--- config.mk ---
export PLATFORM = sky130hd
export DESIGN_NAME = clkcfg_i2c_slave
export DESIGN_NICKNAME = d
export VERILOG_FILES = /design/src/rtl/clkcfg_pkg.sv /design/src/rtl/clkcfg_rst_sync.sv /design/src/rtl/clkcfg_line_sync.sv /design/src/rtl/clkcfg_bus_engine.sv /design/src/rtl/clkcfg_regbank.sv /design/src/rtl/clkcfg_i2c_slave.sv
export SDC_FILE = /design/constraint.sdc
export NUM_CORES = 1
export LEC_CHECK = 0
export ABC_AREA = 1
export BUFFER_PORTS_ARGS = -buffer_cell sky130_fd_sc_hd__clkbuf_2
export CAP_MARGIN = 10
export CORE_ASPECT_RATIO = 1.25
export CORE_MARGIN = 4
export CORE_UTILIZATION = 40
export CTS_CLUSTER_DIAMETER = 150
export DETAILED_ROUTE_END_ITERATION = 8
export GPL_TIMING_DRIVEN = 0
export PLACE_DENSITY = 0.59
export SLEW_MARGIN = 10
export SYNTH_ARGS = -nofsm -noshare
export SYNTH_HDL_FRONTEND = slang
export SYNTH_HIERARCHICAL = 1
export SYNTH_SLANG_ARGS = --single-unit
--- constraint.sdc ---
create_clock -name clk -period 5.75 [get_ports clk]
set_input_delay 1.15 -clock clk [delete_from_list [all_inputs] [get_ports clk]]
set_output_delay 1.15 -clock clk [all_outputs]
set_load 0.02 [all_outputs]
--- src/rtl/clkcfg_pkg.sv ---
package clkcfg_pkg;
  localparam int REG_W = 8;
  localparam int DAC_W = 4;
  localparam int ADR_W = 4;
  localparam int DEV_W = 3;

  localparam logic [3:0]       ADDR_HI    = 4'b1011;
  localparam logic [REG_W-1:0] RA_CTRL    = 8'h02;
  localparam logic [REG_W-1:0] RA_OSC     = 8'h08;
  localparam logic [REG_W-1:0] RA_DEV     = 8'h0D;
  localparam logic [REG_W-1:0] RA_COMMIT  = 8'h3F;

  localparam logic [REG_W-1:0] DEF_CTRL   = 8'hCD;
  localparam logic [DAC_W-1:0] DEF_OSC    = 4'h0;
  localparam logic [ADR_W-1:0] DEF_DEV    = 4'h0;

  localparam logic [DAC_W-1:0] OSC_MAX    = 4'd10;
  localparam logic [1:0]       PHASE_RSVD = 2'b11;

  typedef enum logic [2:0] {
    ST_IDLE,
    ST_DEVADDR,
    ST_REGPTR,
    ST_WDATA,
    ST_RDATA,
    ST_SKIP
  } eng_state_t;
endpackage

--- src/rtl/clkcfg_rst_sync.sv ---
module clkcfg_rst_sync #(
  parameter int STAGES = 2
) (
  input  logic clk,
  input  logic arst_n,
  output logic srst_n
);
  logic [STAGES-1:0] chain;

  always_ff @(posedge clk or negedge arst_n) begin
    if (!arst_n) chain <= '0;
    else         chain <= {chain[STAGES-2:0], 1'b1};
  end

  assign srst_n = chain[STAGES-1];
endmodule

--- src/rtl/clkcfg_line_sync.sv ---
module clkcfg_line_sync #(
  parameter int STAGES = 2
) (
  input  logic clk,
  input  logic rst_n,
  input  logic scl_i,
  input  logic sda_i,
  output logic scl_s,
  output logic sda_s,
  output logic scl_rise,
  output logic scl_fall,
  output logic start_det,
  output logic stop_det
);
  logic [STAGES-1:0] scl_pipe, sda_pipe;
  logic              scl_q, sda_q;

  always_ff @(posedge clk or negedge rst_n) begin
    if (!rst_n) begin
      scl_pipe <= '1;
      sda_pipe <= '1;
      scl_q    <= 1'b1;
      sda_q    <= 1'b1;
    end else begin
      scl_pipe <= {scl_pipe[STAGES-2:0], scl_i};
      sda_pipe <= {sda_pipe[STAGES-2:0], sda_i};
      scl_q    <= scl_pipe[STAGES-1];
      sda_q    <= sda_pipe[STAGES-1];
    end
  end

  always_comb begin
    scl_s     = scl_pipe[STAGES-1];
    sda_s     = sda_pipe[STAGES-1];
    scl_rise  = scl_s & ~scl_q;
    scl_fall  = ~scl_s & scl_q;
    start_det = scl_s & scl_q & sda_q & ~sda_s;
    stop_det  = scl_s & scl_q & ~sda_q & sda_s;
  end
endmodule

--- src/rtl/clkcfg_bus_engine.sv ---
module clkcfg_bus_engine
  import clkcfg_pkg::*;
(
  input  logic             clk,
  input  logic             rst_n,
  input  logic             sda_s,
  input  logic             scl_rise,
  input  logic             scl_fall,
  input  logic             start_det,
  input  logic             stop_det,
  input  logic [DEV_W-1:0] dev_addr,
  input  logic             nv_busy,
  input  logic [REG_W-1:0] rd_data,
  output logic             sda_oe,
  output logic [REG_W-1:0] ptr,
  output logic             wr_en,
  output logic [REG_W-1:0] wr_data,
  output logic             cmd_en,
  output logic             addr_ack
);
  eng_state_t       st, st_n;
  logic [3:0]       cnt, cnt_n;
  logic             in_ack, in_ack_n;
  logic [REG_W-1:0] sh, sh_n;
  logic             oe, oe_n;
  logic [REG_W-1:0] ptr_n;
  logic             mack, mack_n;

  always_comb begin
    st_n     = st;
    cnt_n    = cnt;
    in_ack_n = in_ack;
    sh_n     = sh;
    oe_n     = oe;
    ptr_n    = ptr;
    mack_n   = mack;
    wr_en    = 1'b0;
    cmd_en   = 1'b0;
    addr_ack = 1'b0;
    if (stop_det) begin
      st_n = ST_IDLE; oe_n = 1'b0; in_ack_n = 1'b0; cnt_n = '0;
    end else if (start_det) begin
      st_n = ST_DEVADDR; oe_n = 1'b0; in_ack_n = 1'b0; cnt_n = '0;
    end else begin
      case (st)
        ST_DEVADDR, ST_REGPTR, ST_WDATA: begin
          if (scl_rise && !in_ack && cnt < 4'd8) begin
            sh_n  = {sh[REG_W-2:0], sda_s};
            cnt_n = cnt + 4'd1;
          end else if (scl_fall && !in_ack && cnt == 4'd8) begin
            in_ack_n = 1'b1;
            case (st)
              ST_DEVADDR: begin
                if (sh[7:1] == {ADDR_HI, dev_addr} && !nv_busy) begin
                  oe_n     = 1'b1;
                  addr_ack = 1'b1;
                end else begin
                  st_n     = ST_SKIP;
                  in_ack_n = 1'b0;
                end
              end
              ST_REGPTR: begin
                oe_n   = 1'b1;
                ptr_n  = sh;
                cmd_en = (sh == RA_COMMIT);
              end
              default: begin
                oe_n  = 1'b1;
                wr_en = 1'b1;
              end
            endcase
          end else if (scl_fall && in_ack) begin
            in_ack_n = 1'b0;
            cnt_n    = '0;
            oe_n     = 1'b0;
            case (st)
              ST_DEVADDR: begin
                if (sh[0]) begin
                  st_n = ST_RDATA;
                  sh_n = rd_data;
                  oe_n = ~rd_data[REG_W-1];
                end else begin
                  st_n = ST_REGPTR;
                end
              end
              ST_REGPTR: st_n = ST_WDATA;
              default:   st_n = ST_SKIP;
            endcase
          end
        end
        ST_RDATA: begin
          if (scl_rise) begin
            if (in_ack) mack_n = ~sda_s;
            else        cnt_n  = cnt + 4'd1;
          end else if (scl_fall) begin
            if (in_ack) begin
              in_ack_n = 1'b0;
              cnt_n    = '0;
              if (mack) begin
                sh_n = rd_data;
                oe_n = ~rd_data[REG_W-1];
              end else begin
                oe_n = 1'b0;
                st_n = ST_SKIP;
              end
            end else if (cnt == 4'd8) begin
              oe_n     = 1'b0;
              in_ack_n = 1'b1;
            end else begin
              sh_n = {sh[REG_W-2:0], 1'b0};
              oe_n = ~sh[REG_W-2];
            end
          end
        end
        default: ;
      endcase
    end
  end

  always_ff @(posedge clk or negedge rst_n) begin
    if (!rst_n) begin
      st     <= ST_IDLE;
      cnt    <= '0;
      in_ack <= 1'b0;
      sh     <= '0;
      oe     <= 1'b0;
      ptr    <= '0;
      mack   <= 1'b0;
    end else begin
      st     <= st_n;
      cnt    <= cnt_n;
      in_ack <= in_ack_n;
      sh     <= sh_n;
      oe     <= oe_n;
      ptr    <= ptr_n;
      mack   <= mack_n;
    end
  end

  assign sda_oe  = oe;
  assign wr_data = sh;
endmodule

--- src/rtl/clkcfg_regbank.sv ---
module clkcfg_regbank
  import clkcfg_pkg::*;
#(
  parameter int NV_BUSY_CYCLES = 50000
) (
  input  logic             clk,
  input  logic             por_n,
  input  logic             rst_n,
  input  logic             wr_en,
  input  logic [REG_W-1:0] wr_addr,
  input  logic [REG_W-1:0] wr_data,
  input  logic             cmd_en,
  input  logic [REG_W-1:0] rd_addr,
  output logic [REG_W-1:0] rd_data,
  output logic [REG_W-1:0] ctrl,
  output logic [DAC_W-1:0] osc,
  output logic [ADR_W-1:0] dev,
  output logic             nv_busy
);
  localparam int BUSY_W = $clog2(NV_BUSY_CYCLES + 1);

  logic [REG_W-1:0]  nv_ctrl, nv_ctrl_n, w_ctrl, w_ctrl_n;
  logic [DAC_W-1:0]  nv_osc, nv_osc_n, w_osc, w_osc_n;
  logic [ADR_W-1:0]  nv_dev, nv_dev_n, w_dev, w_dev_n;
  logic              loaded, loaded_n;
  logic [BUSY_W-1:0] busy_cnt, busy_cnt_n;
  logic              hit_ctrl, hit_osc, hit_dev, defer, nv_wr;

  always_comb begin
    defer    = w_dev[ADR_W-1];
    hit_ctrl = wr_en && wr_addr == RA_CTRL && wr_data[5:4] != PHASE_RSVD;
    hit_osc  = wr_en && wr_addr == RA_OSC && wr_data[DAC_W-1:0] <= OSC_MAX;
    hit_dev  = wr_en && wr_addr == RA_DEV;
    nv_wr    = cmd_en | hit_dev | ((hit_ctrl | hit_osc) & ~defer);

    nv_ctrl_n = nv_ctrl;
    nv_osc_n  = nv_osc;
    nv_dev_n  = nv_dev;
    if (cmd_en) begin
      nv_ctrl_n = w_ctrl;
      nv_osc_n  = w_osc;
      nv_dev_n  = w_dev;
    end
    if (hit_ctrl && !defer) nv_ctrl_n = wr_data;
    if (hit_osc && !defer)  nv_osc_n  = wr_data[DAC_W-1:0];
    if (hit_dev)            nv_dev_n  = wr_data[ADR_W-1:0];

    loaded_n = 1'b1;
    w_ctrl_n = w_ctrl;
    w_osc_n  = w_osc;
    w_dev_n  = w_dev;
    if (!loaded) begin
      w_ctrl_n = nv_ctrl;
      w_osc_n  = nv_osc;
      w_dev_n  = nv_dev;
    end else begin
      if (hit_ctrl) w_ctrl_n = wr_data;
      if (hit_osc)  w_osc_n  = wr_data[DAC_W-1:0];
      if (hit_dev)  w_dev_n  = wr_data[ADR_W-1:0];
    end

    busy_cnt_n = busy_cnt;
    if (nv_wr)               busy_cnt_n = BUSY_W'(NV_BUSY_CYCLES);
    else if (busy_cnt != '0) busy_cnt_n = busy_cnt - BUSY_W'(1);

    case (rd_addr)
      RA_CTRL: rd_data = w_ctrl;
      RA_OSC:  rd_data = {{(REG_W-DAC_W){1'b1}}, w_osc};
      RA_DEV:  rd_data = {{(REG_W-ADR_W){1'b1}}, w_dev};
      default: rd_data = '1;
    endcase
  end

  always_ff @(posedge clk or negedge por_n) begin
    if (!por_n) begin
      nv_ctrl <= DEF_CTRL;
      nv_osc  <= DEF_OSC;
      nv_dev  <= DEF_DEV;
    end else begin
      nv_ctrl <= nv_ctrl_n;
      nv_osc  <= nv_osc_n;
      nv_dev  <= nv_dev_n;
    end
  end

  always_ff @(posedge clk or negedge rst_n) begin
    if (!rst_n) begin
      w_ctrl   <= DEF_CTRL;
      w_osc    <= DEF_OSC;
      w_dev    <= DEF_DEV;
      loaded   <= 1'b0;
      busy_cnt <= '0;
    end else begin
      w_ctrl   <= w_ctrl_n;
      w_osc    <= w_osc_n;
      w_dev    <= w_dev_n;
      loaded   <= loaded_n;
      busy_cnt <= busy_cnt_n;
    end
  end

  assign ctrl    = w_ctrl;
  assign osc     = w_osc;
  assign dev     = w_dev;
  assign nv_busy = (busy_cnt != '0);
endmodule

--- src/rtl/clkcfg_i2c_slave.sv ---
module clkcfg_i2c_slave
  import clkcfg_pkg::*;
#(
  parameter int SYNC_STAGES    = 2,
  parameter int NV_BUSY_CYCLES = 50000
) (
  input  logic             clk,
  input  logic             por_n,
  input  logic             rst_n,
  input  logic             scl_i,
  input  logic             sda_i,
  output logic             sda_oe,
  output logic [1:0]       div_sel_o,
  output logic [1:0]       dither_amt_o,
  output logic [1:0]       phase_mode_o,
  output logic [1:0]       dither_rate_o,
  output logic [DAC_W-1:0] osc_code_o,
  output logic [DEV_W-1:0] dev_addr_o,
  output logic             defer_o
);
  logic             por_s_n, rst_w_n, rst_comb_n;
  logic             scl_s, sda_s, scl_rise, scl_fall, start_det, stop_det;
  logic             nv_busy, wr_en, cmd_en, addr_ack;
  logic [REG_W-1:0] ptr, wr_data, rd_data, ctrl;
  logic [ADR_W-1:0] dev;

  assign rst_comb_n = rst_n & por_n;

  clkcfg_rst_sync #(.STAGES(SYNC_STAGES)) u_por_sync (
    .clk(clk), .arst_n(por_n), .srst_n(por_s_n)
  );

  clkcfg_rst_sync #(.STAGES(SYNC_STAGES)) u_rst_sync (
    .clk(clk), .arst_n(rst_comb_n), .srst_n(rst_w_n)
  );

  clkcfg_line_sync #(.STAGES(SYNC_STAGES)) u_lines (
    .clk(clk), .rst_n(rst_w_n), .scl_i(scl_i), .sda_i(sda_i),
    .scl_s(scl_s), .sda_s(sda_s), .scl_rise(scl_rise), .scl_fall(scl_fall),
    .start_det(start_det), .stop_det(stop_det)
  );

  clkcfg_bus_engine u_engine (
    .clk(clk), .rst_n(rst_w_n), .sda_s(sda_s), .scl_rise(scl_rise),
    .scl_fall(scl_fall), .start_det(start_det), .stop_det(stop_det),
    .dev_addr(dev[DEV_W-1:0]), .nv_busy(nv_busy), .rd_data(rd_data),
    .sda_oe(sda_oe), .ptr(ptr), .wr_en(wr_en), .wr_data(wr_data),
    .cmd_en(cmd_en), .addr_ack(addr_ack)
  );

  clkcfg_regbank #(.NV_BUSY_CYCLES(NV_BUSY_CYCLES)) u_regs (
    .clk(clk), .por_n(por_s_n), .rst_n(rst_w_n), .wr_en(wr_en),
    .wr_addr(ptr), .wr_data(wr_data), .cmd_en(cmd_en), .rd_addr(ptr),
    .rd_data(rd_data), .ctrl(ctrl), .osc(osc_code_o), .dev(dev),
    .nv_busy(nv_busy)
  );

  assign div_sel_o     = ctrl[1:0];
  assign dither_amt_o  = ctrl[3:2];
  assign phase_mode_o  = ctrl[5:4];
  assign dither_rate_o = ctrl[7:6];
  assign dev_addr_o    = dev[DEV_W-1:0];
  assign defer_o       = dev[ADR_W-1];
endmodule

==> impl_metrics.csv <==
group,metric,value,unit
routing,wire_per_inst,15.3,um
clock_tree,postCtsSetupBuffers,0,
synth,syn_nets,661,
place,place_ws,2.42,ns
synth,syn_area_per_cell,8.07,um^2
power_and_ir_drop,peakVddDrop,0.191,mV
power_and_ir_drop,power_density,319,mW/mm^2
final_layout,syn2layout_area_growth,12.4,%
clock_tree,numCtsBuffers,9,
floorplanning,start_util,41.3,%
sta,hold_viol,0,
floorplanning,die_height,136,um
setup_path,cp_slowest_stage_delay,0.63,ns
floorplanning,die_w,111,um
sta,rsz0062_at_grt,"false",
floorplanning,core_area,0.0128,mm^2
outcome,outcome,"complete, no violations",
clock_tree,clk_pin_slew_worst_paths,0.07,ns
grt,grt_max_degree,38,
setup_path,start_kind,"flip-flop",
setup_path,worst-endpoint-arrival,3.33,ns
routing,vias,4497,
routing,detail_route.wirelength,13.2,mm
routing,top_layer,"met4",
place,portBuffers,21,
clock_tree,cts-htree-levels,3,
sta,clock.fmax,327,MHz
run,max-cap-violations,0,
setup_path,critical_path.top_delay_family,"simple AND/OR/NAND/NOR gates",
synth,yosys_warnings,6,
routing,routed-wl-met3,516,um
routing,wl_met2,6.62,mm
setup_path,critPathKind,"reg -> reg",
place,gp_congestion,0.823,
routing,ant_nets,0,
grt,track_usage,18.5,%
floorplanning,io_pins,22,
sta,fin_crit,3.06,ns
floorplanning,rows,46,
sta,setup_ws,2.69,ns
clock_tree,cts_repair_resize_count,0,
synth,synth_cells,653,
sta,setup_viol,0,
routing,drtPass1Iterations,5,
grt,grt_pass1_vias,4467,
setup_path,path_cells,"inv_1 > nand2_1 > nor2_1 > nor2_4 > inv_2 > nor2_2 > nor4b_1 > nand3_1 > nor2_4 > nand2_2 > nand2_2 > o211ai_1 > o21ai_0",
final_layout,n_antenna_cell,0,
grt,antenna_found_initial,0,
hold_path,hp-class,"reg -> async",
floorplanning,dieArea,0.0151,mm^2
place,dp_hpwl,9.63,mm
sta,setup_tns,0,ns
routing,drtIter0Drc,248,
clock_tree,cts-root-buf,"clkbuf_16",
grt,gr-total-overflow,0,
setup_path,critPathMaxFanout,9,
setup_path,worstPathBufferInverterCount,2,
final_layout,seqCellArea,0.00215,mm^2
final_layout,fillCellCount,1290,
setup_path,end_kind,"flip-flop",
sta,fin_skew,0.0112,ns
clock_tree,cts_buffer_depth,2,
final_layout,multiInputGateArea,0.00268,mm^2
synth,synth_area,0.00527,mm^2
sta,final.period_utilization,53.3,%
final_layout,final_nets,694,
sta,slew_violations,0,
clock_tree,cts_hold_buf,0,
setup_path,required,6.01,ns
routing,wl_met1,5.76,mm
routing,drcViolationCount,0,
grt,grt_pass1_wl,22.4,mm
sta,worst_slew_pin_slew,0.768,ns
routing,vias_per_cell,5.24,
setup_path,slowest_stage,"nor4b_1",
power_and_ir_drop,leakagePower,0.00281,uW
clock_tree,cts.sinks,85,
final_layout,drive_gt1_share,21.4,%
clock_tree,cts_tree,"done",
sta,timing.slew.headroom,48.4,%
clock_tree,insertion_delay,0.35,ns
[metal layers]
| metal | global-route usage (%) | vias to the layer above |
|---|---|---|
| li1 | - | 2218 |
| met1 | 23.3 | 2159 |
| met2 | 31.9 | 101 |
| met3 | 2.85 | 19 |
| met4 | 7.46 | 0 |
| met5 | 0 | - |
[registers in the layout, indices dropped and copies added, names as in the netlist, 3 cells and up]
register and cells:
u_engine/wr_data 8, u_regs/dev 4, u_engine/ptr 8, u_regs/ctrl 8, u_regs/busy_cnt 16, u_regs/osc 4
u_engine/cnt 4, u_regs/nv_dev 4, u_regs/nv_ctrl 8, u_regs/nv_osc 4, u_engine/st 3
[final timing paths]
path                                      from                  end  slack (ns)  cells past startpoint
min                        u_rst_sync/chain[1]        u_regs/osc[3]        0.27                      0
max in group asynchronous  u_rst_sync/chain[1]        u_lines/sda_q        4.87                      1
max                        u_lines/sda_pipe[1]       u_regs/ctrl[7]        2.69                     13
min in group clk           u_rst_sync/chain[0]  u_rst_sync/chain[1]        0.35                      0
max reg2reg                u_lines/sda_pipe[1]       u_regs/ctrl[7]        2.69                     13
min reg2reg                u_rst_sync/chain[1]        u_regs/osc[3]        0.27                      0
[stage by stage]
step	utilization (%)	hold slack [ns]	power, uW	instances	cell area, um^2
final	46.4	0.266	1890	859	5930
after global routing	46.4	0.312	2020	859	5930
after CTS	46.3	0.294	1910	859	5920
after detailed placement	43.9	0.285	1300	843	5610
after global placement	43.7	0.326	1290	842	5590
after floorplan	-	0.196	1160	653	5270
[power by group]
group | internal, uW | switching (uW)
clock network | 350 | 251
registers | 646 | 90.3
logic | 187 | 368
[cell type report]
class / instances / area share [%]
Timing Repair Buffer: 22 / 2.11
Buffer: 14 / 1.58
Multi-Input combinational cell: 462 / 45.2
Tap cell: 168 / 3.55
Clock inverter: 6 / 1.18
Clock buffer: 10 / 4.03
Sequential cell: 85 / 36.3
Inverter: 92 / 6.10
[cells in the final DEF, fill, tap and decap left out, types with 16 or more instances in the layout]
cell type	count
nand2_2	16
dfrtp_1	68
o21ai_0	17
inv_1	79
clkbuf_2	21
dfstp_2	16
nand3_1	91
nand2_1	149
nand4_1	21
nor2_1	44
Power figures use the tool's default switching activity.
